### config.mk
export PLATFORM = sky130hd
export DESIGN_NAME = twi_slave_front
export DESIGN_NICKNAME = d
export VERILOG_FILES = /design/src/rtl/twi_front_pkg.sv /design/src/rtl/twi_glitch_filter.sv /design/src/rtl/twi_datapath.sv /design/src/rtl/twi_ctrl.sv /design/src/rtl/twi_slave_front.sv
export SDC_FILE = /design/constraint.sdc
export NUM_CORES = 1
export LEC_CHECK = 0
export BUFFER_PORTS_ARGS = -buffer_cell sky130_fd_sc_hd__clkbuf_2
export CORE_ASPECT_RATIO = 0.9
export CORE_MARGIN = 3
export CORE_UTILIZATION = 55
export DETAILED_ROUTE_END_ITERATION = 10
export PLACE_DENSITY = 0.79
export SYNTH_ARGS = -nofsm -noshare
export SYNTH_HDL_FRONTEND = slang
export SYNTH_SLANG_ARGS = --single-unit
### constraint.sdc
create_clock -name clk -period 2.7 [get_ports clk]
set_input_delay 0.54 -clock clk [delete_from_list [all_inputs] [get_ports clk]]
set_output_delay 0.54 -clock clk [all_outputs]
set_load 0.05 [all_outputs]
### src/rtl/twi_front_pkg.sv
package twi_front_pkg;
  localparam int BYTE_W = 8;
  localparam int CNT_W  = $clog2(BYTE_W + 1);

  typedef enum logic [2:0] {
    ST_IDLE, ST_ADDR, ST_ADDR_ACK, ST_RX, ST_RX_ACK, ST_TX, ST_TX_ACK, ST_WAIT
  } busState_t;

  // strobes from control to datapath
  typedef struct packed {
    logic shiftIn;
    logic countOnly;
    logic clrCnt;
    logic loadTx;
    logic shiftOut;
    logic ackDrive;
    logic relSda;
  } dpCtl_t;
endpackage

### src/rtl/twi_glitch_filter.sv
module twi_glitch_filter #(
  parameter int SYNC_STAGES = 2,
  parameter int FILT_CNT    = 3
) (
  input  logic clk,
  input  logic rstN,
  input  logic rawIn,
  output logic lineOut
);
  localparam int FW = (FILT_CNT < 2) ? 1 : $clog2(FILT_CNT);

  logic [SYNC_STAGES-1:0] syncChain;
  logic [FW-1:0]          stableCnt;
  logic                   syncBit;

  assign syncBit = syncChain[SYNC_STAGES-1];

  always_ff @(posedge clk) begin
    if (!rstN) begin
      syncChain <= '1;
      stableCnt <= '0;
      lineOut   <= 1'b1;
    end else begin
      syncChain <= {syncChain[SYNC_STAGES-2:0], rawIn};
      if (syncBit != lineOut) begin
        if (stableCnt == FW'(FILT_CNT - 1)) begin
          lineOut   <= syncBit;
          stableCnt <= '0;
        end else begin
          stableCnt <= stableCnt + 1'b1;
        end
      end else begin
        stableCnt <= '0;
      end
    end
  end

  // the filtered level only ever moves to the level last seen on the synchronizer
  a_r9_filter_follows: assert property (@(posedge clk) disable iff (!rstN)
    !$stable(lineOut) |-> lineOut == $past(syncBit));
endmodule

### src/rtl/twi_datapath.sv
module twi_datapath
  import twi_front_pkg::*;
#(
  parameter logic [3:0] ADDR_HI = 4'b0101
) (
  input  logic              clk,
  input  logic              rstN,
  input  dpCtl_t            ctl,
  input  logic              sdaBit,
  input  logic [3:0]        strapAddr,
  input  logic [BYTE_W-1:0] txByte,
  output logic [BYTE_W-1:0] shiftReg,
  output logic [CNT_W-1:0]  bitCnt,
  output logic              addrMatch,
  output logic              sdaLow
);
  assign addrMatch = (shiftReg == {ADDR_HI, strapAddr});

  always_ff @(posedge clk) begin
    if (!rstN) begin
      shiftReg <= '0;
      bitCnt   <= '0;
      sdaLow   <= 1'b0;
    end else begin
      if (ctl.shiftIn) begin
        shiftReg <= {shiftReg[BYTE_W-2:0], sdaBit};
        bitCnt   <= bitCnt + 1'b1;
      end
      if (ctl.countOnly) bitCnt <= bitCnt + 1'b1;
      if (ctl.clrCnt)    bitCnt <= '0;
      if (ctl.loadTx) begin
        shiftReg <= txByte;
        sdaLow   <= ~txByte[BYTE_W-1];
      end
      if (ctl.shiftOut) begin
        shiftReg <= {shiftReg[BYTE_W-2:0], 1'b1};
        sdaLow   <= ~shiftReg[BYTE_W-2];
      end
      if (ctl.ackDrive) sdaLow <= 1'b1;
      if (ctl.relSda)   sdaLow <= 1'b0;
    end
  end

  // a byte never holds more than BYTE_W counted bits
  a_r7_cnt_bound: assert property (@(posedge clk) disable iff (!rstN)
    bitCnt <= CNT_W'(BYTE_W));
  // the first transmitted bit reflects the loaded byte's top bit
  a_r8_tx_first_bit: assert property (@(posedge clk) disable iff (!rstN)
    ctl.loadTx && !ctl.relSda && !ctl.ackDrive |=> sdaLow == ~$past(txByte[BYTE_W-1]));
endmodule

### src/rtl/twi_ctrl.sv
module twi_ctrl
  import twi_front_pkg::*;
(
  input  logic             clk,
  input  logic             rstN,
  input  logic             sclF,
  input  logic             sdaF,
  input  logic [CNT_W-1:0] bitCnt,
  input  logic             addrMatch,
  input  logic             busy,
  input  logic             txValid,
  input  logic             sdaLowMon,
  output dpCtl_t           ctl,
  output logic             startPulse,
  output logic             stopPulse,
  output logic             byteValid
);
  busState_t state, nxtState;
  logic sclPrev, sdaPrev;
  logic sclRise, sclFall, startCond, stopCond;
  logic fullByte, lastBit;

  assign sclRise   = sclF & ~sclPrev;
  assign sclFall   = ~sclF & sclPrev;
  assign startCond = sclF & sclPrev & sdaPrev & ~sdaF;
  assign stopCond  = sclF & sclPrev & ~sdaPrev & sdaF;
  assign fullByte  = (bitCnt == CNT_W'(BYTE_W));
  assign lastBit   = (bitCnt == CNT_W'(BYTE_W - 1));

  always_comb begin
    nxtState = state;
    ctl      = '0;
    if (startCond) begin
      nxtState   = ST_ADDR;
      ctl.clrCnt = 1'b1;
      ctl.relSda = 1'b1;
    end else if (stopCond) begin
      nxtState   = ST_IDLE;
      ctl.relSda = 1'b1;
    end else begin
      case (state)
        ST_ADDR: begin
          if (sclRise) ctl.shiftIn = 1'b1;
          else if (sclFall && fullByte) begin
            if (addrMatch && !busy) begin
              ctl.ackDrive = 1'b1;
              nxtState     = ST_ADDR_ACK;
            end else begin
              ctl.relSda = 1'b1;
              nxtState   = ST_WAIT;
            end
          end
        end
        ST_ADDR_ACK: begin
          if (sclFall) begin
            ctl.clrCnt = 1'b1;
            ctl.relSda = 1'b1;
            nxtState   = ST_RX;
          end
        end
        ST_RX: begin
          if (sclRise) ctl.shiftIn = 1'b1;
          else if (sclFall && fullByte) begin
            ctl.ackDrive = 1'b1;
            nxtState     = ST_RX_ACK;
          end
        end
        ST_RX_ACK: begin
          if (sclFall) begin
            ctl.clrCnt = 1'b1;
            if (txValid) begin
              ctl.loadTx = 1'b1;
              nxtState   = ST_TX;
            end else begin
              ctl.relSda = 1'b1;
              nxtState   = ST_RX;
            end
          end
        end
        ST_TX: begin
          if (sclRise) ctl.countOnly = 1'b1;
          else if (sclFall) begin
            if (fullByte) begin
              ctl.relSda = 1'b1;
              nxtState   = ST_TX_ACK;
            end else begin
              ctl.shiftOut = 1'b1;
            end
          end
        end
        ST_TX_ACK: begin
          if (sclFall) nxtState = ST_WAIT;
        end
        default: ;
      endcase
    end
  end

  always_ff @(posedge clk) begin
    if (!rstN) begin
      state      <= ST_IDLE;
      sclPrev    <= 1'b1;
      sdaPrev    <= 1'b1;
      startPulse <= 1'b0;
      stopPulse  <= 1'b0;
      byteValid  <= 1'b0;
    end else begin
      state      <= nxtState;
      sclPrev    <= sclF;
      sdaPrev    <= sdaF;
      startPulse <= startCond;
      stopPulse  <= stopCond;
      byteValid  <= (state == ST_RX) && sclRise && lastBit && !startCond && !stopCond;
    end
  end

  // line released in every state that is neither acknowledging nor transmitting
  a_r12_released: assert property (@(posedge clk) disable iff (!rstN)
    (state == ST_IDLE || state == ST_ADDR || state == ST_RX ||
     state == ST_WAIT || state == ST_TX_ACK) |-> !sdaLowMon);
  // the line is held low through each acknowledge clock
  a_r4_ack_held: assert property (@(posedge clk) disable iff (!rstN)
    (state == ST_ADDR_ACK || state == ST_RX_ACK) |-> sdaLowMon);
  // busy keeps the address from being acknowledged
  a_r6_busy_blocks: assert property (@(posedge clk) disable iff (!rstN)
    (state == ST_ADDR && busy) |=> state != ST_ADDR_ACK);
  // no byte is reported out of the idle or ignoring states
  a_r10_quiet: assert property (@(posedge clk) disable iff (!rstN)
    (state == ST_IDLE || state == ST_WAIT) |=> !byteValid);
  // strobes are mutually exclusive
  a_r2_exclusive: assert property (@(posedge clk) disable iff (!rstN)
    $onehot0({startPulse, stopPulse, byteValid}));
endmodule

### src/rtl/twi_slave_front.sv
module twi_slave_front
  import twi_front_pkg::*;
#(
  parameter int         SYNC_STAGES = 2,
  parameter int         FILT_CNT    = 3,
  parameter logic [3:0] ADDR_HI     = 4'b0101
) (
  input  logic       clk,
  input  logic       rstN,
  input  logic       sclIn,
  input  logic       sdaIn,
  input  logic [3:0] strapAddr,
  input  logic       busy,
  input  logic       txValid,
  input  logic [7:0] txByte,
  output logic       sdaDriveLow,
  output logic       startPulse,
  output logic       stopPulse,
  output logic       byteValid,
  output logic [7:0] rxByte
);
  localparam int N_LINES = 2;

  logic [N_LINES-1:0] rawLines, filtLines;
  dpCtl_t             ctl;
  logic [CNT_W-1:0]   bitCnt;
  logic               addrMatch;

  assign rawLines = {sdaIn, sclIn};

  for (genvar i = 0; i < N_LINES; i++) begin : g_filt
    twi_glitch_filter #(.SYNC_STAGES(SYNC_STAGES), .FILT_CNT(FILT_CNT)) u_filt (
      .clk(clk), .rstN(rstN), .rawIn(rawLines[i]), .lineOut(filtLines[i])
    );
  end

  twi_ctrl u_ctrl (
    .clk(clk), .rstN(rstN), .sclF(filtLines[0]), .sdaF(filtLines[1]),
    .bitCnt(bitCnt), .addrMatch(addrMatch), .busy(busy), .txValid(txValid),
    .sdaLowMon(sdaDriveLow), .ctl(ctl), .startPulse(startPulse),
    .stopPulse(stopPulse), .byteValid(byteValid)
  );

  twi_datapath #(.ADDR_HI(ADDR_HI)) u_dp (
    .clk(clk), .rstN(rstN), .ctl(ctl), .sdaBit(filtLines[1]),
    .strapAddr(strapAddr), .txByte(txByte), .shiftReg(rxByte),
    .bitCnt(bitCnt), .addrMatch(addrMatch), .sdaLow(sdaDriveLow)
  );
endmodule

==> flow_metrics.py, run 1 <==
metrics = {
    "grt": {
        "grt_usage_pct": 20.7,
        "grt_max_degree": 16,
        "grt_pass1_wl_um": 5760,
        "antenna_found_initial": 0,
        "grt-ovfl-total": 0,
        "first_global_vias": 1258,
    },
    "hold_path": {
        "worst_hold_path_type": "in2reg",
    },
    "die": {
        "start_util_pct": 61.7,
        "die_h_um": 57.4,
        "pin_count": 30,
        "core_area_mm2": 0.00262,
        "dieArea_mm2": 0.00362,
        "fp-row-count": 17,
        "die_w_um": 63.1,
    },
    "sta": {
        "fin_skew_ns": 0.00888,
        "worst_slack_ns": 0.657,
        "maxSlewViolCount": 0,
        "setup_violations": 0,
        "worst_pin_slew_ns": 0.807,
        "rsz0062_at_grt": "false",
        "min_period_over_period_pct": 75.7,
        "hold_violations": 0,
        "period_needed_ns": 2.04,
        "fmax_mhz": 489,
        "fin_setup_tns_ns": 0,
        "slew-limit-headroom_pct": 46.0,
    },
    "detailed_routing": {
        "routedWlPerCell_um": 14.4,
        "dr.pass1.iters": 5,
        "dr.first_iter.drc_count": 75,
        "wl_um": 3520,
        "post-route-drc-count": 0,
        "vias": 1397,
        "ant_nets": 0,
        "vias_per_cell": 5.70,
    },
    "setup_path": {
        "path_delay_family": "compound AO/OA/AOI/OAI gates",
        "worst-path-buf-inv": 0,
        "required_ns": 2.94,
        "slowest_delay_ns": 0.80,
        "end_kind": "flop",
        "cp_slowest_cell": "o41ai_4",
        "startpoint_type": "flop",
        "crit_fanout": 15,
        "arrival_ns": 2.29,
        "worstSetupPathType": "reg2reg",
        "worstPathCellList": "nand2b_1 -> o41ai_4 -> nor2_1 -> a311oi_1",
    },
    "clocking": {
        "cts_buffers": 5,
        "clock_latency_ns": 0.34,
        "post_cts_buffers": 0,
        "ctsHoldBuffers": 0,
        "htreeDepth": 2,
        "root_buffer": "clkbuf_4",
        "clock_path_buffers": 2,
        "cts_resized": 0,
        "cts_tree": "built",
        "cts.clk_slew.worst_paths_ns": 0.09,
        "clock_sinks": 31,
    },
    "yosys": {
        "synth-seq-area-share_pct": 38.4,
        "ys_ff_latch": 31,
        "syn-cell-area_mm2": 0.00161,
        "ys_async_sr_fraction_pct": 0,
        "ys.flop_type": "dfxtp_1",
        "synth_edf_count": 0,
        "ys_warn_count": 0,
        "yosysTopAreaCell": "dfxtp_1",
        "yosysMostFrequentCell": "dfxtp_1",
        "synthTopCellsByCount": "dfxtp_1, nor2_1, nand2_1",
        "synth.area.top_cells": "dfxtp_1, mux2i_1, nor2_1",
        "synth.net_count": 200,
        "ys_types": 47,
        "netlist_instances": 178,
        "synth.avg_cell_area_um2": 9.07,
        "synth_top_area_share_pct": 38.4,
    },
    "pwr": {
        "net-switching-power_mw": 0.175,
        "seq_power_share_pct": 53.1,
        "p_sw_share_pct": 20.1,
        "irDropWorstVdd_uv": 332,
        "p_total_mw": 0.870,
        "p_leak_nw": 0.813,
        "powerDensity_mw_per_mm2": 472,
        "clkPwrFrac_pct": 43.1,
        "p_int_mw": 0.695,
        "combPwrFrac_pct": 3.8,
    },
    "flow_run": {
        "maxCapViolCount": 0,
    },
    "status": {
        "status": "complete, no violations",
    },
    "placed_design": {
        "place_ws_ns": 0.694,
        "place.gp.congestion": 0.915,
        "placedCellCount": 237,
        "port_buffers": 29,
        "dp_hpwl_um": 2670,
    },
    "finish": {
        "num_antenna_cells": 0,
        "fin_util_pct": 70.5,
        "fin_nets": 228,
        "fin_cells": 245,
        "drive_above_1_share_pct": 22.7,
        "area_growth_pct": 14.3,
    },
}
==> layout make-up <==
cell class / count / area [µm²]
tap: 38 / 47.5
sequential: 31 / 621
inverter: 9 / 33.8
timing repair buffer: 30 / 153
clock buffer: 6 / 51.3
clock inverter: 2 / 35.0
fill: 201 / 772
multi-input combinational: 129 / 903
==> sequential cells by signal, indices dropped and copies added (netlist names), 2 cells and up <==
name / count
u_dp.shiftReg: 8
g_filt.u_filt.stableCnt: 4
g_filt.u_filt.lineOut: 2
g_filt.u_filt.syncChain: 4
u_dp.bitCnt: 4
u_ctrl.state: 3
==> logic make-up after synthesis <==
kind of cell / share of synthesized area, %
adders and majority gates: 3.10
muxes: 5.58
AOI/OAI and AO/OA: 15.4
xor gates and xnor gates: 5.97
DFF: 38.4
and+or+nand+nor: 25.9
buffers and inverters: 5.58
==> cell usage in the layout, fill, tap and decap left out, types with 2 or more instances in the layout <==
cell type,count
nor2_1,21
a21oi_1,5
nand3_1,2
nand2_1,11
nor3_1,3
a211oi_1,3
o211ai_1,3
clkbuf_4,5
nor3b_1,3
or3_1,4
a211oi_2,3
nor4_1,3
and2_1,2
nor2b_1,2
xnor2_1,6
clkbuf_2,29
nand4b_1,2
dfxtp_1,31
mux2i_1,9
nand2b_1,8
o21ai_0,5
inv_1,9
a31oi_1,3
xor2_1,5
ha_1,4
nand3b_1,3
==> power by group through the flow <==
stage                     Clock [mW]  Combinational (mW)  Sequential, mW
after global routing           0.407              0.0362           0.463
final                          0.375              0.0331           0.462
after global placement             0              0.0317           0.473
after CTS                      0.384              0.0333           0.462
after detailed placement           0              0.0331           0.473
after floorplan                    0              0.0163           0.472
==> final timing paths <==
kind | from | endpoint | slack, ns | cells after the start
setup / recovery | u_ctrl.state[2]$_SDFFE_PP0P_ | u_dp.shiftReg[7]$_SDFFE_PN0P_ | 0.66 | 4
hold / removal | sdaIn | g_filt[1].u_filt.syncChain[0]$_SDFF_PN1_ | 0.38 | 2
setup reg to reg | u_ctrl.state[2]$_SDFFE_PP0P_ | u_dp.shiftReg[7]$_SDFFE_PN0P_ | 0.66 | 4
hold reg to reg | g_filt[1].u_filt.stableCnt[0]$_SDFF_PP0_ | g_filt[1].u_filt.stableCnt[0]$_SDFF_PP0_ | 0.41 | 1
==> metrics by stage <==
| step | area [µm²] | hold WS (ns) |
|---|---|---|
| after detailed placement | 1760 | 0.402 |
| after CTS | 1840 | 0.368 |
| after global placement | 1760 | 0.389 |
| final | 1840 | 0.377 |
| after global routing | 1840 | 0.355 |
| after floorplan | 1610 | 0.386 |
==> metal layers <==
| metal | share of wire (%) | up-vias | GRT usage [%] |
|---|---|---|---|
| met1 | 44 | 667 | 25.3 |
| met3 | 5.1 | 9 | 7.68 |
| met2 | 49 | 39 | 32.8 |
| met5 | 0 | - | 0 |
| li1 | - | 682 | - |
| met4 | 2.2 | 0 | 8.49 |
(Power assumes the default switching activity.)
==> inputs of run 2 (changes only) <==
Settings changed: CORE_UTILIZATION 55 to 54, PLACE_DENSITY 0.79 to 0.78.
Clock period 2.7 ns to 1.9 ns, I/O delays scaled along.
==> flow_metrics.py, run 2 (synthesis gave the netlist of run 1 again) <==
metrics = {
    "finish": {
        "area_growth_pct": 16.7,
        "multi_input_area_um2": 903,
        "num_antenna_cells": 0,
        "fin_cells": 252,
        "fin_nets": 233,
        "fin_area_mm2": 0.00188,
        "regArea_um2": 621,
        "drive_above_1_share_pct": 24.5,
        "fill_cells": 255,
        "layout_commonest_cell": "dfxtp_1",
        "layout_common_cells": "dfxtp_1, clkbuf_2, nor2_1",
        "largest_reg_flops": 8,
        "max_flop_register": "u_dp.shiftReg",
    },
    "detailed_routing": {
        "post-route-drc-count": 0,
        "routedWlPerCell_um": 14.0,
        "vias": 1387,
        "ant_nets": 0,
        "wl_um": 3540,
        "dr.first_iter.drc_count": 77,
        "vias_per_cell": 5.50,
        "dr.pass1.iters": 4,
    },
    "status": {
        "status": "complete, no violations",
    },
    "pwr": {
        "p_total_mw": 1.25,
        "p_sw_share_pct": 20.9,
        "seq_power_share_pct": 52.5,
        "irDropWorstVdd_uv": 418,
        "p_int_mw": 0.990,
        "clkPwrFrac_pct": 43.4,
        "net-switching-power_mw": 0.261,
        "p_leak_nw": 0.837,
        "combPwrFrac_pct": 4.0,
        "powerDensity_mw_per_mm2": 664,
    },
    "clocking": {
        "htreeDepth": 2,
        "root_buffer": "clkbuf_4",
        "cts_tree": "built",
        "cts_buffers": 5,
        "cts.clk_slew.worst_paths_ns": 0.10,
        "clock_sinks": 31,
        "ctsHoldBuffers": 0,
        "clock_latency_ns": 0.33,
        "cts_resized": 0,
        "post_cts_buffers": 0,
        "clock_path_buffers": 2,
    },
    "setup_path": {
        "worstPathCellList": "inv_1 -> ha_1 -> and4b_1 -> o41ai_4 -> buf_4 -> nor2_1 -> a311oi_1",
        "crit_fanout": 14,
        "cp_slowest_cell": "dfxtp_1",
        "required_ns": 2.14,
        "reg2reg_depth": 7,
        "r2r_slack_ns": 0.14,
        "slowest_delay_ns": 0.41,
        "worstSetupPathType": "reg2reg",
        "r2r-start": "u_dp.bitCnt[0]$_SDFFE_PP0P_",
        "worst-path-buf-inv": 2,
        "end_kind": "flop",
        "path_delay_family": "compound AO/OA/AOI/OAI gates",
        "r2r-end": "u_dp.shiftReg[7]$_SDFFE_PN0P_",
        "startpoint_type": "flop",
        "arrival_ns": 2.00,
    },
    "hold_path": {
        "hp-start": "sclIn",
        "whs_path_depth": 2,
        "worst_hold_path_type": "in2reg",
        "min_to": "g_filt[0].u_filt.syncChain[0]$_SDFF_PN1_",
    },
    "grt": {
        "first_global_vias": 1312,
        "grt_usage_pct": 21.7,
        "grt_pass1_wl_um": 6220,
        "antenna_found_initial": 0,
        "grt-ovfl-total": 0,
        "grt_max_degree": 16,
    },
    "die": {
        "fp-row-count": 18,
        "die_h_um": 57.9,
        "pin_count": 30,
        "die_w_um": 63.6,
        "start_util_pct": 57.8,
        "core_area_mm2": 0.00279,
        "dieArea_mm2": 0.00368,
    },
    "sta": {
        "fmax_mhz": 567,
        "rsz0062_at_grt": "false",
        "whs_ns": 0.223,
        "worst_pin_slew_ns": 0.602,
        "hold_violations": 0,
        "setup_violations": 0,
        "fin_setup_tns_ns": 0,
        "maxSlewViolCount": 0,
        "period_needed_ns": 1.76,
        "slew-limit-headroom_pct": 59.5,
        "fin_skew_ns": 0.00700,
        "min_period_over_period_pct": 92.8,
    },
    "placed_design": {
        "placedCellCount": 244,
        "dp_hpwl_um": 2620,
        "place.gp.congestion": 0.866,
        "port_buffers": 29,
        "placed_area_mm2": 0.00180,
    },
    "flow_run": {
        "maxCapViolCount": 0,
    },
}
[run 2: cell types whose count changed in the layout (fill, tap and decap cells not counted)]
cell	before	now
buf_4	1	6
[run 2: how the worst max path moves through the flow]
| stage | endpoint | slack, ns | start | cells after the start |
|---|---|---|---|---|
| 2_1_floorplan | u_ctrl.state[2]$_SDFFE_PP0P_ | 0.05 | u_dp.shiftReg[4]$_SDFFE_PN0P_ | 4 |
| 3_3_place_gp | u_ctrl.state[2]$_SDFFE_PP0P_ | 0.23 | u_dp.bitCnt[0]$_SDFFE_PP0P_ | 6 |
| 3_5_place_dp | u_ctrl.state[2]$_SDFFE_PP0P_ | 0.17 | u_dp.bitCnt[0]$_SDFFE_PP0P_ | 6 |
| 4_1_cts | u_dp.shiftReg[7]$_SDFFE_PN0P_ | 0.14 | u_dp.bitCnt[0]$_SDFFE_PP0P_ | 7 |
| 5_1_grt | u_dp.shiftReg[5]$_SDFFE_PN0P_ | 0.002 | u_dp.bitCnt[0]$_SDFFE_PP0P_ | 7 |
| 6_report | u_dp.shiftReg[7]$_SDFFE_PN0P_ | 0.14 | u_dp.bitCnt[0]$_SDFFE_PP0P_ | 7 |
[run 2: power groups by stage]
stage / Combinational [mW] / Clock (mW) / Sequential [mW]
global route: 0.0568 / 0.588 / 0.658
floorplan: 0.0231 / 0 / 0.671
detailed placement: 0.0504 / 0 / 0.672
CTS: 0.0510 / 0.550 / 0.657
finish: 0.0505 / 0.543 / 0.657
global placement: 0.0486 / 0 / 0.672
[run 2: cell type report]
cell class	count	share of cell area, %
repair buffers	35	10.1
clock inverters	2	1.86
well taps	40	2.66
multi-input cells	129	47.9
inverters	9	1.79
clock buffers	6	2.72
flip-flops and latches	31	32.9
[run 2: metal layers]
layer / GRT usage [%] / vias to the layer above / routed length [µm]
li1: - / 689 / -
met1: 28.7 / 661 / 1590
met2: 34.5 / 35 / 1730
met3: 5.43 / 2 / 186
met4: 8.31 / 0 / 25
met5: 0 / - / 0
[run 2: metrics by stage]
| stage | worst slack, ns | util, % |
|---|---|---|
| after floorplan | 0.0530 | - |
| after global placement | 0.235 | 64.4 |
| after detailed placement | 0.172 | 64.4 |
| after CTS | 0.142 | 67.5 |
| after global routing | 0.00201 | 67.5 |
| final | 0.137 | 67.5 |
[run 2: worst register-to-register path, cell delays in order, from the launching register on]
cell and delay, ns:
dfxtp_1 0.41, inv_1 0.07, ha_1 0.23, and4b_1 0.24, o41ai_4 0.20, buf_4 0.25, nor2_1 0.06, a311oi_1 0.23
